File: src/rtl/cfgp_pkg.sv
package cfgp_pkg;
   localparam int IDX_W = 8;
   localparam logic [IDX_W-1:0] IDX_DEVSEL  = 8'h07;
   localparam logic [IDX_W-1:0] IDX_CHIPID  = 8'h20;
   localparam logic [IDX_W-1:0] IDX_REV     = 8'h27;
   localparam logic [IDX_W-1:0] IDX_ACT     = 8'h30;
   localparam logic [IDX_W-1:0] IDX_BASE_HI = 8'h60;
   localparam logic [IDX_W-1:0] IDX_BASE_LO = 8'h61;

   function automatic logic is_bank_index(logic [IDX_W-1:0] idx);
      return (idx == IDX_ACT) || (idx == IDX_BASE_HI) || (idx == IDX_BASE_LO);
   endfunction
endpackage

File: src/rtl/cfgp_index_latch.sv
module cfgp_index_latch
   import cfgp_pkg::*;
#(
   parameter int DATA_W = 8
) (
   input  logic              clk,
   input  logic              rst_n,
   input  logic              load,
   input  logic [DATA_W-1:0] load_val,
   output logic [IDX_W-1:0]  index_q
);
   always_ff @(posedge clk) begin
      if (!rst_n)     index_q <= '0;
      else if (load)  index_q <= load_val[IDX_W-1:0];
   end

   // index only moves on an index-location write
   assert_index_hold_R11: assert property (@(posedge clk) disable iff (!rst_n)
      !load |=> $stable(index_q));
   assert_index_load_R2: assert property (@(posedge clk) disable iff (!rst_n)
      load |=> index_q == $past(load_val[IDX_W-1:0]));
endmodule

File: src/rtl/cfgp_global_regs.sv
module cfgp_global_regs
   import cfgp_pkg::*;
#(
   parameter int               DATA_W   = 8,
   parameter logic [DATA_W-1:0] CHIP_ID  = 8'hE9,
   parameter logic [DATA_W-1:0] REVISION = 8'h03
) (
   input  logic              clk,
   input  logic              rst_n,
   input  logic              wr_en,
   input  logic [IDX_W-1:0]  idx,
   input  logic [DATA_W-1:0] wdata,
   output logic [DATA_W-1:0] devsel_q,
   output logic [DATA_W-1:0] rdata
);
   always_ff @(posedge clk) begin
      if (!rst_n)                           devsel_q <= '0;
      else if (wr_en && idx == IDX_DEVSEL)  devsel_q <= wdata;
   end

   always_comb begin
      unique case (idx)
         IDX_DEVSEL: rdata = devsel_q;
         IDX_CHIPID: rdata = CHIP_ID;
         IDX_REV:    rdata = REVISION;
         default:    rdata = '0;
      endcase
   end

   assert_devsel_hold_R5: assert property (@(posedge clk) disable iff (!rst_n)
      !(wr_en && idx == IDX_DEVSEL) |=> $stable(devsel_q));
endmodule

File: src/rtl/cfgp_dev_bank.sv
module cfgp_dev_bank
   import cfgp_pkg::*;
#(
   parameter int                DATA_W = 8,
   parameter int                BASE_W = 16,
   parameter logic [DATA_W-1:0] DEV_ID = 8'h07
) (
   input  logic              clk,
   input  logic              rst_n,
   input  logic              wr_en,
   input  logic [IDX_W-1:0]  idx,
   input  logic [DATA_W-1:0] wdata,
   input  logic [DATA_W-1:0] devsel,
   output logic              hit,
   output logic              active_q,
   output logic [BASE_W-1:0] base_q,
   output logic [DATA_W-1:0] rdata
);
   localparam int HALF = BASE_W / 2;

   logic bank_wr;
   assign hit     = (devsel == DEV_ID);
   assign bank_wr = wr_en && hit;

   always_ff @(posedge clk) begin
      if (!rst_n) begin
         active_q <= 1'b0;
         base_q   <= '0;
      end else if (bank_wr) begin
         if (idx == IDX_ACT)     active_q            <= wdata[0];
         if (idx == IDX_BASE_HI) base_q[BASE_W-1:HALF] <= wdata[HALF-1:0];
         if (idx == IDX_BASE_LO) base_q[HALF-1:0]      <= wdata[HALF-1:0];
      end
   end

   always_comb begin
      rdata = '0;
      if (hit) begin
         unique case (idx)
            IDX_ACT:     rdata[0]        = active_q;
            IDX_BASE_HI: rdata[HALF-1:0] = base_q[BASE_W-1:HALF];
            IDX_BASE_LO: rdata[HALF-1:0] = base_q[HALF-1:0];
            default:     rdata           = '0;
         endcase
      end
   end

   // a bank not selected by the device number never moves
   assert_foreign_hold_R8: assert property (@(posedge clk) disable iff (!rst_n)
      (devsel != DEV_ID) |=> ($stable(active_q) && $stable(base_q)));
   assert_offbank_write_R10: assert property (@(posedge clk) disable iff (!rst_n)
      !is_bank_index(idx) |=> ($stable(active_q) && $stable(base_q)));
endmodule

File: src/rtl/cfg_index_port.sv
module cfg_index_port
   import cfgp_pkg::*;
#(
   parameter int                       DATA_W   = 8,
   parameter int                       BASE_W   = 16,
   parameter int                       NUM_DEV  = 2,
   parameter logic [NUM_DEV*8-1:0]     DEV_IDS  = {8'h0E, 8'h07},
   parameter logic [7:0]               CHIP_ID  = 8'hE9,
   parameter logic [7:0]               REVISION = 8'h03
) (
   input  logic                      clk,
   input  logic                      rst_n,
   input  logic                      acc_valid,
   input  logic                      acc_write,
   input  logic                      acc_offset,
   input  logic [7:0]                acc_wdata,
   output logic [7:0]                rd_data,
   output logic [NUM_DEV-1:0]        dev_active,
   output logic [NUM_DEV*16-1:0]     dev_base
);
   localparam int ID_W = 8;

   // elaboration checks
   if (DATA_W != 8)          begin : g_bad_dw   $error("DATA_W must be 8"); end
   if (BASE_W != 2 * DATA_W) begin : g_bad_bw   $error("BASE_W must be two data bytes"); end
   if (NUM_DEV < 1 || NUM_DEV > 8) begin : g_bad_nd $error("NUM_DEV out of range"); end
   for (genvar a = 0; a < NUM_DEV; a++) begin : g_uniq_a
      for (genvar b = a + 1; b < NUM_DEV; b++) begin : g_uniq_b
         if (DEV_IDS[a*ID_W +: ID_W] == DEV_IDS[b*ID_W +: ID_W]) begin : g_dup
            $error("device numbers must be distinct");
         end
      end
   end

   logic                 idx_load;
   logic                 data_wr;
   logic                 rd_take;
   logic [IDX_W-1:0]     index_q;
   logic [DATA_W-1:0]    devsel_q;
   logic [DATA_W-1:0]    glob_rdata;
   logic [NUM_DEV-1:0]   bank_hit;
   logic [DATA_W-1:0]    bank_rdata [NUM_DEV];
   logic [DATA_W-1:0]    data_rdata;

   assign idx_load = acc_valid && acc_write && !acc_offset;
   assign data_wr  = acc_valid && acc_write && acc_offset;
   assign rd_take  = acc_valid && !acc_write;

   cfgp_index_latch #(.DATA_W(DATA_W)) u_idx (
      .clk(clk), .rst_n(rst_n), .load(idx_load), .load_val(acc_wdata), .index_q(index_q));

   cfgp_global_regs #(.DATA_W(DATA_W), .CHIP_ID(CHIP_ID), .REVISION(REVISION)) u_glob (
      .clk(clk), .rst_n(rst_n), .wr_en(data_wr), .idx(index_q), .wdata(acc_wdata),
      .devsel_q(devsel_q), .rdata(glob_rdata));

   for (genvar d = 0; d < NUM_DEV; d++) begin : g_bank
      cfgp_dev_bank #(.DATA_W(DATA_W), .BASE_W(BASE_W),
                      .DEV_ID(DEV_IDS[d*ID_W +: ID_W])) u_bank (
         .clk(clk), .rst_n(rst_n), .wr_en(data_wr), .idx(index_q), .wdata(acc_wdata),
         .devsel(devsel_q), .hit(bank_hit[d]), .active_q(dev_active[d]),
         .base_q(dev_base[d*BASE_W +: BASE_W]), .rdata(bank_rdata[d]));
   end

   always_comb begin
      data_rdata = glob_rdata;
      for (int d = 0; d < NUM_DEV; d++) data_rdata = data_rdata | bank_rdata[d];
   end

   always_ff @(posedge clk) begin
      if (!rst_n)       rd_data <= '0;
      else if (rd_take) rd_data <= acc_offset ? data_rdata : index_q;
   end

   assert_rd_hold_R12: assert property (@(posedge clk) disable iff (!rst_n)
      !rd_take |=> $stable(rd_data));
   assert_chip_id_R3: assert property (@(posedge clk) disable iff (!rst_n)
      (rd_take && acc_offset && index_q == IDX_CHIPID) |=> rd_data == CHIP_ID);
   assert_one_bank_R8: assert property (@(posedge clk) disable iff (!rst_n)
      $onehot0(bank_hit));
   assert_index_read_R2: assert property (@(posedge clk) disable iff (!rst_n)
      (rd_take && !acc_offset) |=> rd_data == $past(index_q));
endmodule

File: config.mk
export PLATFORM = sky130hd
export DESIGN_NAME = cfg_index_port
export DESIGN_NICKNAME = d
export VERILOG_FILES = /design/src/rtl/cfgp_pkg.sv /design/src/rtl/cfgp_index_latch.sv /design/src/rtl/cfgp_global_regs.sv /design/src/rtl/cfgp_dev_bank.sv /design/src/rtl/cfg_index_port.sv
export SDC_FILE = /design/constraint.sdc
export NUM_CORES = 1
export LEC_CHECK = 0
export CAP_MARGIN = 0
export CORE_UTILIZATION = 56
export DETAILED_ROUTE_END_ITERATION = 8
export GPL_TIMING_DRIVEN = 0
export PLACE_DENSITY = 0.85
export SYNTH_ARGS = -nofsm -noshare
export SYNTH_HDL_FRONTEND = slang
export SYNTH_SLANG_ARGS = --single-unit
File: constraint.sdc
create_clock -name clk -period 4.6 [get_ports clk]
set_clock_uncertainty 0.2 [all_clocks]
set_input_delay 0.92 -clock clk [delete_from_list [all_inputs] [get_ports clk]]
set_output_delay 0.92 -clock clk [all_outputs]
set_load 0.02 [all_outputs]
# == Word level (Yosys, flattened, before mapping) ==
# Cells that the tools add are included.
# W data, S select, Z words.
# word_totals
reg_bits,58
latchBits,0
ram_bits,0
mem_bits_ro,0
in_bits,13
out_inout_bits,42
elab_cells,42
n_memories,0
# op_classes
add_sub_neg,0
multipliers,0
div,0
magnitude_cmp,0
n_eq_ne,8
shift,0
mux,8
bitwise,2
reduce_logical,15
# op_table
cell,count
$pmux W7 S2,2
$eq A8 B6 Y1 const B,3
$mux W8,3
$pmux W8 S3,1
$eq A8 B3 Y1 const B,2
$eq A8 B7 Y1 const B,2
$or A8 B8 Y8,2
$reduce_and A2 Y1,6
$eq A8 B4 Y1 const B,1
$logic_and A1 B1 Y1,7
$pmux W1 S3,2
$logic_not A1 Y1,2

# == Logic depth before layout (Yosys ltp) ==
# Gate-level depths: netlist (run 1).
# depth
depth_word,6
mapped_depth,7
depth_no_buf,4

# == Cells and area by module ==
# Synthesis (run 1) repeated with hierarchy kept, for this count alone.
# hier_totals
cells_unflattened,323
area_unflattened_um2,2935.3
# modules_own_cells
mod,n_inst,cells_per_inst,area_each_um2,seq_area_each_um2
cfgp_dev_bank,2,96,869.6,340.3
cfgp_global_regs,1,58,455.4,160.2
cfg_index_port,1,48,439.2,160.2
cfgp_index_latch,1,25,301.5,160.2

# == Worst setup path after synthesis (run 1) ==
# Ideal clock, no wire load.
# synth_path
path_kind,input to register
startpoint,input acc_valid
endpoint,register g_bank[1].u_bank.base_q[5]
setup_ns,0.132
arrival_time_ns,2.146
required_time_ns,4.268
path_slack_ns,2.122
path_stages,6
n_path_buf,2
path_cell_list,nand3_1 > or4_1 > buf_2 > buf_6 > o21ai_1 > a21oi_1
# synth_via
elab_chain_cells,4
# synth_lines
element,line,rtl
"start, declared",cfg_index_port.sv:13,"input logic acc_valid,"
$logic_and A1 B1 Y1 (2 in a row),cfg_index_port.sv:46,assign data_wr = acc_valid && acc_write && acc_offset;
$logic_and A1 B1 Y1,cfgp_dev_bank.sv:23,assign bank_wr = wr_en && hit;
$reduce_and A2 Y1 (no line),n/a,
"end signal, assigned by index",cfgp_dev_bank.sv:31,if (idx == IDX_BASE_HI) base_q[BASE_W-1:HALF] <= wdata[HALF-1:0];
"end signal, assigned by index",cfgp_dev_bank.sv:32,if (idx == IDX_BASE_LO) base_q[HALF-1:0] <= wdata[HALF-1:0];
"end, declared",cfgp_dev_bank.sv:16,"output logic [BASE_W-1:0] base_q,"
# Every way passes these cells.
# A chain may end at the register's enable or synchronous reset.

# == Worst setup path in the final report (run 1) ==
# layout_path
startpoint,input acc_valid
endpoint,register g_bank[0].u_bank.base_q[10]
# layout_via
elab_chain_cells,4
# layout_lines
element,line
$logic_and A1 B1 Y1 (2 in a row),cfg_index_port.sv:46
$logic_and A1 B1 Y1,cfgp_dev_bank.sv:23
$reduce_and A2 Y1 (no line),n/a
"end signal, assigned by index",cfgp_dev_bank.sv:31
"end signal, assigned by index",cfgp_dev_bank.sv:32
"end, declared",cfgp_dev_bank.sv:16
# Every way passes these cells.

==> flow_metrics.tcl, run 1 <==
set metrics [dict create \
    hold_class "register to register" \
    synthCells 335 \
    place_congestion 1.03 \
    ys.flop_type "dfxtp_1" \
    powerDensity_nw_per_um2 289 \
    holdBufCountCts 0 \
    finalNetCount 412 \
    required_ps 4660 \
    crit_chain "clkdlybuf4s50_1 > nand3_1 > nor3_1 > nand3_1 > a21oi_1" \
    clk_latency_ps 340 \
    post_cts_buffers 0 \
    cap_violations 0 \
    synth_seq_cells 58 \
    syn_area_um2 2880 \
    synth_nets 348 \
    fillCellCount 368 \
    grt_max_degree 11 \
    cts_buffer_depth 2 \
    grt_overflow 0 \
    portBuffers 53 \
    worst-path-buf-inv 1 \
    critPathLaunchType "input port" \
    fmax_ghz 0.324 \
    stdcell_area_um2 3690 \
    min_path_cells 2 \
    grtUsageTotal 0.365 \
    diodes 0 \
    leakage_uw 0.00121 \
    crit_type "input port to register" \
    cts.htree.levels 3 \
    dp_hpwl_um 6320 \
    die-area_um2 5430 \
    slowest_delay_ps 950 \
    rsz0062_at_grt "no" \
    cts_sinks 58 \
    tritoncts "built" \
    antenna_found_initial 0 \
    synth_cell_types 42 \
    r2r_setup_slack_ps 2010 \
    min_period_ps 3080 \
    dpl-instance-area_um2 3490 \
    critPathTopFamily "simple AND/OR/NAND/NOR gates" \
    rows 25 \
    start_util 0.594 \
    grt_pass1_vias 2751 \
    arrival_ps 3140 \
    max_slew_margin 0.306 \
    worstReg2RegStart "u_idx.index_q[0]$_SDFFE_PN0P_" \
    setup_violations 0 \
    numCtsBuffers 9 \
    area_growth_syn_to_layout_pct 28.1 \
    hold_start "g_bank[1].u_bank.base_q[0]$_SDFFE_PN0P_" \
    avgRoutedWirePerCell_um 20.0 \
    die_h_um 73.7 \
    path_clk_slew_ps 70 \
    vias 3101 \
    tns_ps 0 \
    wl_um 9400 \
    synth-edff-count 0 \
    r2r_cells 6 \
    first_pass_iters 5 \
    cts_root_buffer "clkbuf_8" \
    grt_pass1_wl_um 14500 \
    drive_above_1_share 0.0817 \
    cts_resized 0 \
    synthArstFlopShare 0 \
    min_to "g_bank[1].u_bank.base_q[0]$_SDFFE_PN0P_" \
    slowest_stage "nor3_1" \
    cp_max_fo 9 \
    end_kind "register" \
    drtAntennaViolNets 0 \
    crit_top_cell "nand3_1" \
    core_um2 4850 \
    worst_slew_pin_slew_ps 1030 \
    drtIter0Drc 434 \
    drc_errors 0 \
    peakVddDrop_mv 0.328 \
    yosysWarningCount 0 \
    r2r-end "g_bank[0].u_bank.base_q[10]$_SDFFE_PN0P_" \
    final_cell_mix "dfxtp_1 (58), clkdlybuf4s50_1 (53), a21oi_1 (42), mux2i_1 (32), nor2_1 (26)" \
    outcome "complete, no violations" \
    hold_viol 0 \
    seq_area_frac_synth 0.403 \
    mostFrequentLayoutCell "dfxtp_1" \
    io_pins 55 \
    avgSynthCellArea_um2 8.60 \
    dieWidth_um 73.7 \
    report.final.slew_viol_count 0 \
    finalCritPeriodShare 0.670 \
    viasPerCell 6.58 \
]
flip-flops by register name, summed over array words and instances, names as in the netlist:
name / count
u_glob.devsel_q: 8
u_idx.index_q: 8
g_bank.u_bank.base_q: 32
g_bank.u_bank.active_q: 2
rd_data: 8
routing by layer:
layer | vias up | wire (µm) | global-route usage
li1 | 1385 | - | -
met3 | 37 | 1070 | 0.0768
met2 | 251 | 4170 | 0.560
met1 | 1428 | 3790 | 0.469
met4 | 0 | 374 | 0.218
met5 | - | 0 | 0
where the power goes:
group,switching [µW],internal [µW],leakage [µW]
sequential,5.47,508,0.000468
clock,206,263,0.000103
combinational,51.6,33.0,0.000635
per-stage QoR:
step / setup WS, ps / hold WS [ps] / power, µW / std cells / util
after global routing: 1410 / 317 / 1090 / 471 / 0.761
after global placement: 1360 / 277 / 604 / 455 / 0.721
after detailed placement: 1320 / 289 / 605 / 455 / 0.721
after floorplan: 2120 / 263 / 569 / 335 / -
after CTS: 1600 / 298 / 1060 / 471 / 0.761
final: 1520 / 295 / 1070 / 471 / 0.761
final cells by class:
type,count,area [µm²],area share
tap,67,83.8,0.0227
buffer,26,143,0.0387
multi-input combinational,248,1570,0.424
clock inverter,5,53.8,0.0146
inverter,3,11.3,0.00305
timing repair buffer,53,531,0.144
sequential,58,1160,0.315
clock buffer,11,141,0.0383
synth_stat cells (6+ instances only):
cell type / n / area, µm²
o21ai_1: 20 / 100
nor2_1: 26 / 97.6
buf_2: 6 / 30.0
dfxtp_1: 58 / 1160
a21oi_1: 42 / 210
o21ai_0: 22 / 110
nand3_1: 21 / 105
nand4_1: 18 / 113
mux2i_1: 32 / 320
nand2_1: 15 / 56.3
clkbuf_1: 13 / 48.8
worst register-to-register path, cell delays in order (launching register included):
cell      delay (ps)
dfxtp_1          300
clkbuf_1         170
buf_2            270
buf_2            280
nor3_1           880
nand3_1          200
a21oi_1          210
logic make-up (layout without fill, tap and decap cells):
kind of cell | count (synthesis) | count (layout) | share of synthesized area
flops | 58 | 58 | 0.403
simple gates | 114 | 114 | 0.233
mux | 32 | 32 | 0.111
compound gates | 102 | 102 | 0.199
buf+inv | 29 | 98 | 0.0534
how the worst max path moves through the flow:
| stage | startpoint | end | depth (start not counted) |
|---|---|---|---|
| 2_1_floorplan | acc_valid | g_bank[1].u_bank.base_q[5]$_SDFFE_PN0P_ | 6 |
| 3_3_place_gp | acc_valid | g_bank[0].u_bank.base_q[9]$_SDFFE_PN0P_ | 5 |
| 3_5_place_dp | acc_write | g_bank[1].u_bank.base_q[5]$_SDFFE_PN0P_ | 7 |
| 4_1_cts | acc_write | g_bank[0].u_bank.base_q[10]$_SDFFE_PN0P_ | 5 |
| 5_1_grt | acc_write | g_bank[0].u_bank.base_q[11]$_SDFFE_PN0P_ | 5 |
| 6_report | acc_valid | g_bank[0].u_bank.base_q[10]$_SDFFE_PN0P_ | 5 |
No activity file was read; power rests on OpenSTA's default activity.
==> run 2, diff against run 1 <==
Settings changed: CORE_UTILIZATION 56 to 47, PLACE_DENSITY 0.85 to 0.76.
Clock period 4.6 ns to 2.6 ns, I/O delays scaled along.
==> run 2 against run 1 <==
Critical path depth up 1. Worst setup slack worse by 1400 ps. Utilization down 13 points. Largest power group unchanged. Sequential share of layout area down 0.32 points. Final cell count up 2.1%. Wire length down 0.26%. Highest routed layer unchanged. Worst hold slack better by 5.5 ps. Via count down 0.87%.
==> flow_metrics.tcl, run 2 (synthesis gave the netlist of run 1 again) <==
set metrics [dict create \
    p_sw_uw 455 \
    min_period_ps 2530 \
    p_int_uw 1420 \
    wl_um 9380 \
    io_pins 55 \
    grt_busiest_layer "met2" \
    cap_violations 0 \
    diodes 0 \
    dpl-instance-area_um2 3500 \
    drive_above_1_share 0.0911 \
    hold_ws_ps 300 \
    setup_violations 0 \
    switching_share 0.243 \
    mostFrequentLayoutCell "dfxtp_1" \
    post-place-ws_ps -315 \
    report.final.slew_viol_count 0 \
    required_ps 2670 \
    r2r_cells 6 \
    arrival_ps 2600 \
    p_seq_frac 0.485 \
    core_um2 5920 \
    drtAntennaViolNets 0 \
    peakVddDrop_mv 0.257 \
    use_met1 0.406 \
    finalNetCount 415 \
    leakage_uw 0.00122 \
    setup_slack_ps 68.4 \
    powerDensity_nw_per_um2 502 \
    fillCellCount 527 \
    cp_max_fo 10 \
    grt_max_degree 11 \
    drc_errors 0 \
    drtIter0Drc 477 \
    outcome "complete, no violations" \
    met3_usage 0.0864 \
    combPwrFrac 0.079 \
    final_cell_mix "dfxtp_1 (58), clkdlybuf4s50_1 (53), a21oi_1 (42), mux2i_1 (32), nor2_1 (26)" \
    grt_pass1_wl_um 14600 \
    fmax_ghz 0.395 \
    dp_cells 463 \
    finalCritPeriodShare 0.974 \
    portBuffers 53 \
    die-area_um2 6440 \
    p_total_uw 1870 \
    cts.htree.levels 3 \
    cts_buffer_depth 2 \
    avgRoutedWirePerCell_um 19.5 \
    largest_reg_flops 32 \
    grt_use_met2 0.468 \
    vias 3074 \
    start_util 0.486 \
    dp_hpwl_um 6600 \
    hold_viol 0 \
    min_path_cells 2 \
    path_clk_slew_ps 60 \
    clk_latency_ps 340 \
    critPathLaunchType "register" \
    cts_root_buffer "clkbuf_8" \
    rows 28 \
    p_clk_frac 0.436 \
    largest_register "g_bank.u_bank.base_q" \
    grt_overflow 0 \
    grtUsageTotal 0.308 \
    first_pass_iters 6 \
    numCtsBuffers 9 \
    grt_pass1_vias 2709 \
    dieWidth_um 80.3 \
    stdcell_area_um2 3730 \
    area_growth_syn_to_layout_pct 29.4 \
    end_kind "register" \
    die_h_um 80.3 \
    tritoncts "built" \
    hold_class "register to register" \
    antenna_found_initial 0 \
    viasPerCell 6.39 \
    cts_sinks 58 \
    crit_type "register to register" \
    finalNonFillerCells 481 \
    rsz0062_at_grt "no" \
    worst_slew_pin_slew_ps 718 \
    place_congestion 1.03 \
    max_slew_margin 0.517 \
]
[run 2: per-stage QoR]
stage	setup TNS, ps	util
3_3_place_gp	-7550	0.592
4_1_cts	0	0.623
2_1_floorplan	0	-
3_5_place_dp	-9170	0.592
5_1_grt	0	0.630
6_report	0	0.630
[run 2: power groups by stage]
stage	combinational, µW	clock, µW	sequential [µW]
2_1_floorplan	74.6	0	932
3_3_place_gp	143	0	927
3_5_place_dp	144	0	928
4_1_cts	144	820	908
5_1_grt	157	852	909
6_report	149	816	908
[run 2: worst max-delay path, cell delays in order (launching register included)]
cell      delay [ps]
dfxtp_1          310
clkbuf_1         260
buf_2            360
clkbuf_1         490
clkbuf_1         490
nand4_1          170
a21oi_1          170
[run 2: path summary, 6_finish.rpt]
check	to	slack (ps)	from
worst max-delay path	g_bank[0].u_bank.base_q[5]$_SDFFE_PN0P_	70	u_idx.index_q[0]$_SDFFE_PN0P_
worst min-delay path	g_bank[0].u_bank.base_q[0]$_SDFFE_PN0P_	300	g_bank[0].u_bank.base_q[0]$_SDFFE_PN0P_
worst max register to register	g_bank[0].u_bank.base_q[5]$_SDFFE_PN0P_	70	u_idx.index_q[0]$_SDFFE_PN0P_
worst min register to register	g_bank[0].u_bank.base_q[0]$_SDFFE_PN0P_	300	g_bank[0].u_bank.base_q[0]$_SDFFE_PN0P_
[run 2: area by class of cell]
| type | count | area (µm²) | share of cell area |
|---|---|---|---|
| inverters | 3 | 11.3 | 0.00302 |
| multi-input cells | 248 | 1580 | 0.424 |
| clock buffers | 12 | 145 | 0.0389 |
| flip-flops and latches | 58 | 1160 | 0.312 |
| plain buffers | 26 | 143 | 0.0383 |
| well taps | 75 | 93.8 | 0.0252 |
| repair buffers | 56 | 553 | 0.148 |
| clock inverters | 3 | 40.0 | 0.0107 |
[run 2: what timing repair did]
action                                  in CTS  in global routing
endpoints found under the setup margin       0                 29
hold buffers                                 0                  0
gates resized for setup                      0                  3
buffers inserted                             0                  3
[run 2: layer usage]
metal	wire length, µm	share of wire	up-vias
li1	-	-	1388
met1	3920	0.42	1454
met2	4290	0.46	211
met3	980	0.10	21
met4	187	0.020	0
met5	0	0	-
